==> src/rtl/irq_mask_pkg.sv <==
package irq_mask_pkg;
  localparam int NUM_MASK  = 3;
  localparam int BYTE_W    = 8;
  localparam int ID_W      = $clog2(NUM_MASK + 1);
  // control byte field positions
  localparam int WB_SOD    = 7;
  localparam int WB_SOE    = 6;
  localparam int WB_CLR_HI = 4;
  localparam int WB_MSE    = 3;
  typedef enum logic [1:0] {
    SRC_NMI = 2'd0,
    SRC_L75 = 2'd1,
    SRC_L65 = 2'd2,
    SRC_L55 = 2'd3
  } irq_src_e;
endpackage

==> src/rtl/irq_ctrl_regs.sv <==
module irq_ctrl_regs #(
  parameter int NUM_MASK = 3
) (
  input  logic                clk,
  input  logic                rst,
  input  logic                wr_en,
  input  logic                wr_mse,
  input  logic [NUM_MASK-1:0] wr_mask,
  input  logic                wr_soe,
  input  logic                wr_sod,
  input  logic                ei_cmd,
  input  logic                di_cmd,
  input  logic                accept,
  output logic [NUM_MASK-1:0] mask_q,
  output logic                ie_q,
  output logic                sod_q
);
  always_ff @(posedge clk) begin
    if (rst) begin
      mask_q <= '1;
      ie_q   <= 1'b0;
      sod_q  <= 1'b0;
    end else begin
      if (wr_en && wr_mse) mask_q <= wr_mask;
      if (wr_en && wr_soe) sod_q  <= wr_sod;
      if (accept || di_cmd) ie_q  <= 1'b0;
      else if (ei_cmd)      ie_q  <= 1'b1;
    end
  end

  AST_MASK_HOLD: assert property (@(posedge clk) disable iff (rst)
    !(wr_en && wr_mse) |=> $stable(mask_q));
  AST_MASK_LOAD: assert property (@(posedge clk) disable iff (rst)
    (wr_en && wr_mse) |=> mask_q == $past(wr_mask));
  AST_SOD_HOLD: assert property (@(posedge clk) disable iff (rst)
    !(wr_en && wr_soe) |=> $stable(sod_q));
  AST_DIS_WINS: assert property (@(posedge clk) disable iff (rst)
    di_cmd |=> !ie_q);
endmodule

==> src/rtl/irq_edge_latch.sv <==
module irq_edge_latch (
  input  logic clk,
  input  logic rst,
  input  logic req,
  input  logic clr,
  output logic pend_q
);
  logic prev_q;
  logic rise;

  assign rise = req && !prev_q;

  always_ff @(posedge clk) begin
    if (rst) begin
      prev_q <= 1'b0;
      pend_q <= 1'b0;
    end else begin
      prev_q <= req;
      if (rise)     pend_q <= 1'b1;
      else if (clr) pend_q <= 1'b0;
    end
  end

  AST_EDGE_CAPTURE: assert property (@(posedge clk) disable iff (rst)
    $rose(req) |=> pend_q);
  AST_EDGE_HOLD: assert property (@(posedge clk) disable iff (rst)
    (pend_q && !clr) |=> pend_q);
endmodule

==> src/rtl/irq_prio_sel.sv <==
module irq_prio_sel #(
  parameter int NUM_MASK = 3,
  parameter int ID_W     = 2
) (
  input  logic                nmi,
  input  logic [NUM_MASK-1:0] act,
  output logic                valid,
  output logic [ID_W-1:0]     id
);
  // highest index is highest maskable priority; code = NUM_MASK - index
  always_comb begin
    valid = 1'b0;
    id    = '0;
    for (int i = 0; i < NUM_MASK; i++) begin
      if (act[i]) begin
        valid = 1'b1;
        id    = ID_W'(NUM_MASK - i);
      end
    end
    if (nmi) begin
      valid = 1'b1;
      id    = '0;
    end
  end
endmodule

==> src/rtl/irq_mask_unit.sv <==
module irq_mask_unit
  import irq_mask_pkg::*;
#(
  parameter int NM = NUM_MASK
) (
  input  logic              clk,
  input  logic              rst,
  input  logic              wr_en,
  input  logic [BYTE_W-1:0] wr_data,
  input  logic              ei_cmd,
  input  logic              di_cmd,
  input  logic              nmi_req,
  input  logic [NM-1:0]     lvl_req,
  input  logic              sid_pin,
  input  logic              ack,
  output logic [BYTE_W-1:0] rd_data,
  output logic              sod_pin,
  output logic              irq_valid,
  output logic [ID_W-1:0]   irq_id
);
  localparam int EDGE_IDX = NM - 1;

  logic [NM-1:0]   mask_q;
  logic [NM-1:0]   pend;
  logic [NM-1:0]   act;
  logic            ie_q;
  logic            accept;
  logic            ack_edge;
  logic            clr_edge;
  logic            sel_valid;
  logic [ID_W-1:0] sel_id;
  logic            unused_wbit;

  assign unused_wbit = wr_data[5];

  assign accept   = ack && irq_valid && (irq_id != SRC_NMI);
  assign ack_edge = ack && irq_valid && (irq_id == SRC_L75);
  assign clr_edge = (wr_en && wr_data[WB_CLR_HI]) || ack_edge;

  irq_ctrl_regs #(.NUM_MASK(NM)) regs_i (
    .clk     (clk),
    .rst     (rst),
    .wr_en   (wr_en),
    .wr_mse  (wr_data[WB_MSE]),
    .wr_mask (wr_data[NM-1:0]),
    .wr_soe  (wr_data[WB_SOE]),
    .wr_sod  (wr_data[WB_SOD]),
    .ei_cmd  (ei_cmd),
    .di_cmd  (di_cmd),
    .accept  (accept),
    .mask_q  (mask_q),
    .ie_q    (ie_q),
    .sod_q   (sod_pin)
  );

  for (genvar i = 0; i < NM; i++) begin : g_pend
    if (i == EDGE_IDX) begin : g_edge
      irq_edge_latch edge_i (
        .clk    (clk),
        .rst    (rst),
        .req    (lvl_req[i]),
        .clr    (clr_edge),
        .pend_q (pend[i])
      );
    end else begin : g_level
      assign pend[i] = lvl_req[i];
    end
  end

  assign act = pend & ~mask_q & {NM{ie_q}};

  irq_prio_sel #(.NUM_MASK(NM), .ID_W(ID_W)) sel_i (
    .nmi   (nmi_req),
    .act   (act),
    .valid (sel_valid),
    .id    (sel_id)
  );

  always_ff @(posedge clk) begin
    if (rst) begin
      irq_valid <= 1'b0;
      irq_id    <= '0;
      rd_data   <= '0;
    end else begin
      irq_valid <= ack ? 1'b0 : sel_valid;
      irq_id    <= sel_id;
      rd_data   <= {sid_pin, pend, ie_q, mask_q};
    end
  end

  AST_NMI_WINS: assert property (@(posedge clk) disable iff (rst)
    (nmi_req && !ack) |=> (irq_valid && irq_id == SRC_NMI));
  AST_ACCEPT_CLR: assert property (@(posedge clk) disable iff (rst)
    accept |=> !ie_q);
  AST_ACK_DROP: assert property (@(posedge clk) disable iff (rst)
    ack |=> !irq_valid);
  AST_MASKABLE_GATED: assert property (@(posedge clk) disable iff (rst)
    (irq_valid && irq_id != SRC_NMI) |-> $past(ie_q));
endmodule

==> config.mk <==
export PLATFORM = sky130hd
export DESIGN_NAME = irq_mask_unit
export DESIGN_NICKNAME = d
export VERILOG_FILES = /design/src/rtl/irq_mask_pkg.sv /design/src/rtl/irq_ctrl_regs.sv /design/src/rtl/irq_edge_latch.sv /design/src/rtl/irq_prio_sel.sv /design/src/rtl/irq_mask_unit.sv
export SDC_FILE = /design/constraint.sdc
export NUM_CORES = 1
export LEC_CHECK = 0
export ABC_AREA = 1
export ABC_CLOCK_PERIOD_IN_PS = 1300
export BUFFER_PORTS_ARGS = -buffer_cell sky130_fd_sc_hd__buf_2
export CELL_PAD_IN_SITES_DETAIL_PLACEMENT = 2
export CELL_PAD_IN_SITES_GLOBAL_PLACEMENT = 2
export CORE_ASPECT_RATIO = 1.2
export CORE_MARGIN = 2
export CORE_UTILIZATION = 22
export CTS_CLUSTER_SIZE = 20
export DETAILED_ROUTE_END_ITERATION = 10
export PLACE_DENSITY = 0.85
export RECOVER_POWER = 100
export SLEW_MARGIN = 0
export SYNTH_ARGS = -nofsm -noshare
export SYNTH_HDL_FRONTEND = slang
export SYNTH_SLANG_ARGS = --single-unit
==> constraint.sdc <==
create_clock -name clk -period 1.3 [get_ports clk]
set_clock_uncertainty 0.2 [all_clocks]
set_input_delay 0.26 -clock clk [delete_from_list [all_inputs] [get_ports clk]]
set_output_delay 0.26 -clock clk [all_outputs]
set_load 0.03 [all_outputs]
-- After elaboration in Yosys (flattened, before gate mapping)
Cells that the tools add are included.
- equality and inequality tests: 1
- muxes and demuxes: 9
- bitwise operators: 3
- reductions and logical operators: 16
- operators with widths (cell ; number):
    $logic_and A1 B1 Y1 ; 7
    $mux W1 ; 7
    $and A3 B3 Y3 ; 2
    $reduce_or A2 Y1 ; 3
    $mux W2 ; 2
    $reduce_bool A2 Y1 ; 2
    $not A3 Y3 ; 1
    $reduce_or A3 Y1 ; 1
    $eq A2 B1 Y1 const B ; 1
    $logic_or A1 B1 Y1 ; 2
    $logic_not A1 Y1 ; 1
- bits in registers: 18
- input port bits: 19
- output and inout port bits: 12

-- Logic depth before layout (Yosys ltp)
- word-level depth: 7
- depth in mapped cells: 5
- mapped depth without buffers: 5

-- Cells and area by module
A second synthesis with hierarchy kept.
- cells, all modules: 89
- area total of the unflattened synthesis: 665.6 um2
- modules (own cells, without submodules) (module ; instances ; cells an instance ; area an instance (um2)):
    irq_mask_unit ; 1 ; 45 ; 362.8
    irq_ctrl_regs ; 1 ; 26 ; 188.9
    irq_edge_latch ; 1 ; 10 ; 77.6
    irq_prio_sel ; 1 ; 8 ; 36.3

-- Worst setup path after synthesis
No wires, ideal clock.
- path type: register -> register
- start: reg irq_valid
- end: reg g_pend[2].g_edge.edge_i.pend_q
- arrival: 0.738 ns
- data required time: 0.987 ns
- path slack: 0.249 ns
- stages on the path, launching flop included: 4
- buffers on the path: 0
- period minus slack after synthesis: 1.051 ns
- cell sequence: dfxtp_1 > nand4_1 > nand3_1 > nand2_1
- longest elaborated chain between the ends: 4
- RTL lines (what ; RTL line ; source):
    start, declared ; irq_mask_unit.sv:18 ; output logic irq_valid,
    start signal, assigned ; irq_mask_unit.sv:85 ; irq_valid <= ack ? 1'b0 : sel_valid;
    $logic_and A1 B1 Y1 (2 in a row) ; irq_mask_unit.sv:37 ; assign ack_edge = ack && irq_valid && (irq_id == SRC_L75);
    $logic_or A1 B1 Y1 ; irq_mask_unit.sv:38 ; assign clr_edge = (wr_en && wr_data[WB_CLR_HI]) || ack_edge;
    $reduce_bool A2 Y1 (no source line) ; - ;
    end signal, assigned ; irq_edge_latch.sv:16 ; pend_q <= 1'b0;
    end signal, assigned ; irq_edge_latch.sv:19 ; if (rise) pend_q <= 1'b1;
    end signal, assigned ; irq_edge_latch.sv:20 ; else if (clr) pend_q <= 1'b0;
    end, declared ; irq_edge_latch.sv:6 ; output logic pend_q
No other way between the ends.
A chain may end at the register's enable or synchronous reset.

-- Worst setup path in the final report
- start: reg irq_id[1]
- end: out irq_id[1]
- RTL lines (what ; RTL line ; source):
    start, declared ; irq_mask_unit.sv:19 ; output logic [ID_W-1:0] irq_id
    start signal, assigned ; irq_mask_unit.sv:86 ; irq_id <= sel_id;
No word-level cell between the ends.

==> results.cfg <==
[sta]
hold_viol = 1
drv_slew = 0
min_period_ns = 1.27
post-route-period-util = 0.978
fmax_mhz = 786
slew_headroom = 0.832
setup_ws_ns = 0.0280
setup_violations = 0
fin_tns_setup_ns = 0
rsz0062_at_grt = true
hold_slack_ns = -0.00774
tightest_slew_ns = 0.251

[power]
ir_worst_vdd_v = 0.000391
leakage_nw = 0.488
total_power_mw = 1.13
p_per_area_nw_per_um2 = 1140

[cts]
path_clk_slew_ns = 0.11
cts_tree = built
cts_buffers = 3
cts_buffer_depth = 2
cts.htree.levels = 1
cts_root_buf = clkbuf_4
clock_latency_ns = 0.30
clkSinkCount = 18

[critical_path]
slowest_delay_ns = 0.38
crit_family = flip-flops
cp_max_fo = 3
crit_type = flop to output pin
r2r-start = regs_i.ie_q$_SDFFE_PP0P_
crit_required_ns = 0.84
startpoint_type = flop
reg2reg_slack_ns = 0.13
slowest_stage = dfxtp_2
endpoint_kind = output pin
path_cells = buf_6
critPathBufInv = 1
crit_path_start = irq_id[1]$_SDFF_PP0_
arrival_ns = 0.81
worstRegToRegCells = 4
cp.depth = 1

[routing]
routedWlPerCell_um = 13.4
vias = 641
dr.pass1.iters = 3
wl_um = 2040
via_per_inst = 4.19
ant_nets = 0
route.detailed.drc = 0
drt-initial-drc-count = 4

[global_route]
grt_max_degree = 11
grt_pass1_wl_um = 3260
grt_pass1_vias = 696
grt_util_all_layers = 0.135
overflow = 0
antenna_found_initial = 0

[synthesis]
synth_area_per_cell_um2 = 8.01
synthCells = 79
yosysSeqAreaShare = 0.569
synth_commonest_cells = dfxtp_1 (18), nand2_1 (15), nor2_1 (15)
ys_types = 12
async_flop_share = 0
synth_edf_count = 0
synth_area_leaders = dfxtp_1 (57%), nand2_1 (8.9%), nor2_1 (8.9%), inv_1 (8.3%), nand3_1 (4.7%)
syn_nets = 98
yosysTopAreaCellShare = 0.569
yosys.area.top_type = dfxtp_1
synth_area_um2 = 633
synthMostInstantiatedCell = dfxtp_1
dominantRegCellSynth = dfxtp_1
ys_warn_count = 0
ys_ff_latch = 18

[worst_hold_path]
holdCritPathClass = input port to flop
holdPathStages = 3
hp-start = wr_data[2]

[die]
fp.dieH_um = 62.8
dieArea_um2 = 3320
die_w_um = 53.0
fp-row-count = 21
start_util = 0.229
io-pin-count = 31
core_um2 = 2760

[placed_design]
placed_cell_area_um2 = 817
place_hpwl_um = 1420
port-buffer-count = 29
gp_congestion = 0.649
pre_cts_ws_ns = 0.200

[layout]
final_cell_area_um2 = 988
fill_cells = 336
fin_nets = 139
antenna_cells = 0
area_growth_pct = 56.1
drive_above_1_share = 0.370

[job]
max-cap-violations = 0

[run_status]
violations = negative hold slack
outcome = finished, violations left
-- where the power goes --
group	switching [mW]	internal, mW
Clock	0.186	0.171
Combinational	0.0998	0.0771
Sequential	0.0144	0.582
Total	0.300	0.830
-- flip-flops by register name, summed over array words and instances, names as in the netlist --
signal,cells
regs_i.mask_q,3
g_pend.g_edge.edge_i.pend_q,1
irq_id,2
regs_i.ie_q,1
irq_valid,1
g_pend.g_edge.edge_i.prev_q,1
regs_i.sod_q,1
rd_data,8
-- cell type report --
cell class / instances / area (µm²) / area share
flip-flops and latches: 18 / 365 / 0.370
well taps: 34 / 42.5 / 0.0430
clock buffers: 4 / 36.3 / 0.0367
inverters: 14 / 52.6 / 0.0532
multi-input cells: 46 / 224 / 0.227
repair buffers: 37 / 268 / 0.271
-- per-layer routing --
metal  GRT usage  vias to the layer above  routed length (µm)
met1       0.156                      299                 885
met2       0.228                       18                1040
met3      0.0144                        5                  60
met4      0.0865                        0                  56
met5           0                        -                   0
li1            -                      319                   -
-- path summary, 6_finish.rpt --
| kind | to |
|---|---|
| worst max-delay path | irq_id[1] |
| worst min-delay path | regs_i.mask_q[2]$_SDFFE_PP1P_ |
| worst max register to register | irq_id[0]$_SDFF_PP0_ |
| worst min register to register | rd_data[2]$_SDFF_PP0_ |
-- cells by family (layout without fill, tap and decap cells) --
group | after synthesis | in the layout | synth area share
and+or+nand+nor | 39 | 39 | 0.263
AOI/OAI and AO/OA | 7 | 7 | 0.0672
DFF | 18 | 18 | 0.569
buffers and inverters | 15 | 55 | 0.101
-- through the flow --
stage / hold WS [ns] / instances / util
floorplan: 0.143 / 79 / -
detailed placement: 0.237 / 142 / 0.296
finish: -0.00774 / 153 / 0.358
global placement: 0.238 / 142 / 0.296
CTS: 0.00345 / 152 / 0.336
global route: 0.00516 / 153 / 0.358
-- what timing repair did --
| action | CTS | global route |
|---|---|---|
| gates resized for setup | 7 | 25 |
| setup endpoints to repair | 4 | 14 |
| buffers inserted | 0 | 0 |
| hold buffers | 6 | 1 |
| endpoints found under the hold margin | 6 | 1 |
-- cells in the final DEF, fill, tap and decap left out --
master	count
nand3_1	4
clkbuf_4	3
or2_2	1
buf_2	17
nand2_1	15
nand4_1	1
o211ai_1	3
dfxtp_1	14
nor2_4	1
o21ai_0	1
nor2_2	2
clkbuf_8	1
buf_6	4
a21oi_1	3
nor2_1	13
inv_1	14
dfxtp_2	4
nand3_2	2
dlygate4sd3_1	7
buf_4	9
No activity file was read; power rests on OpenSTA's default activity.
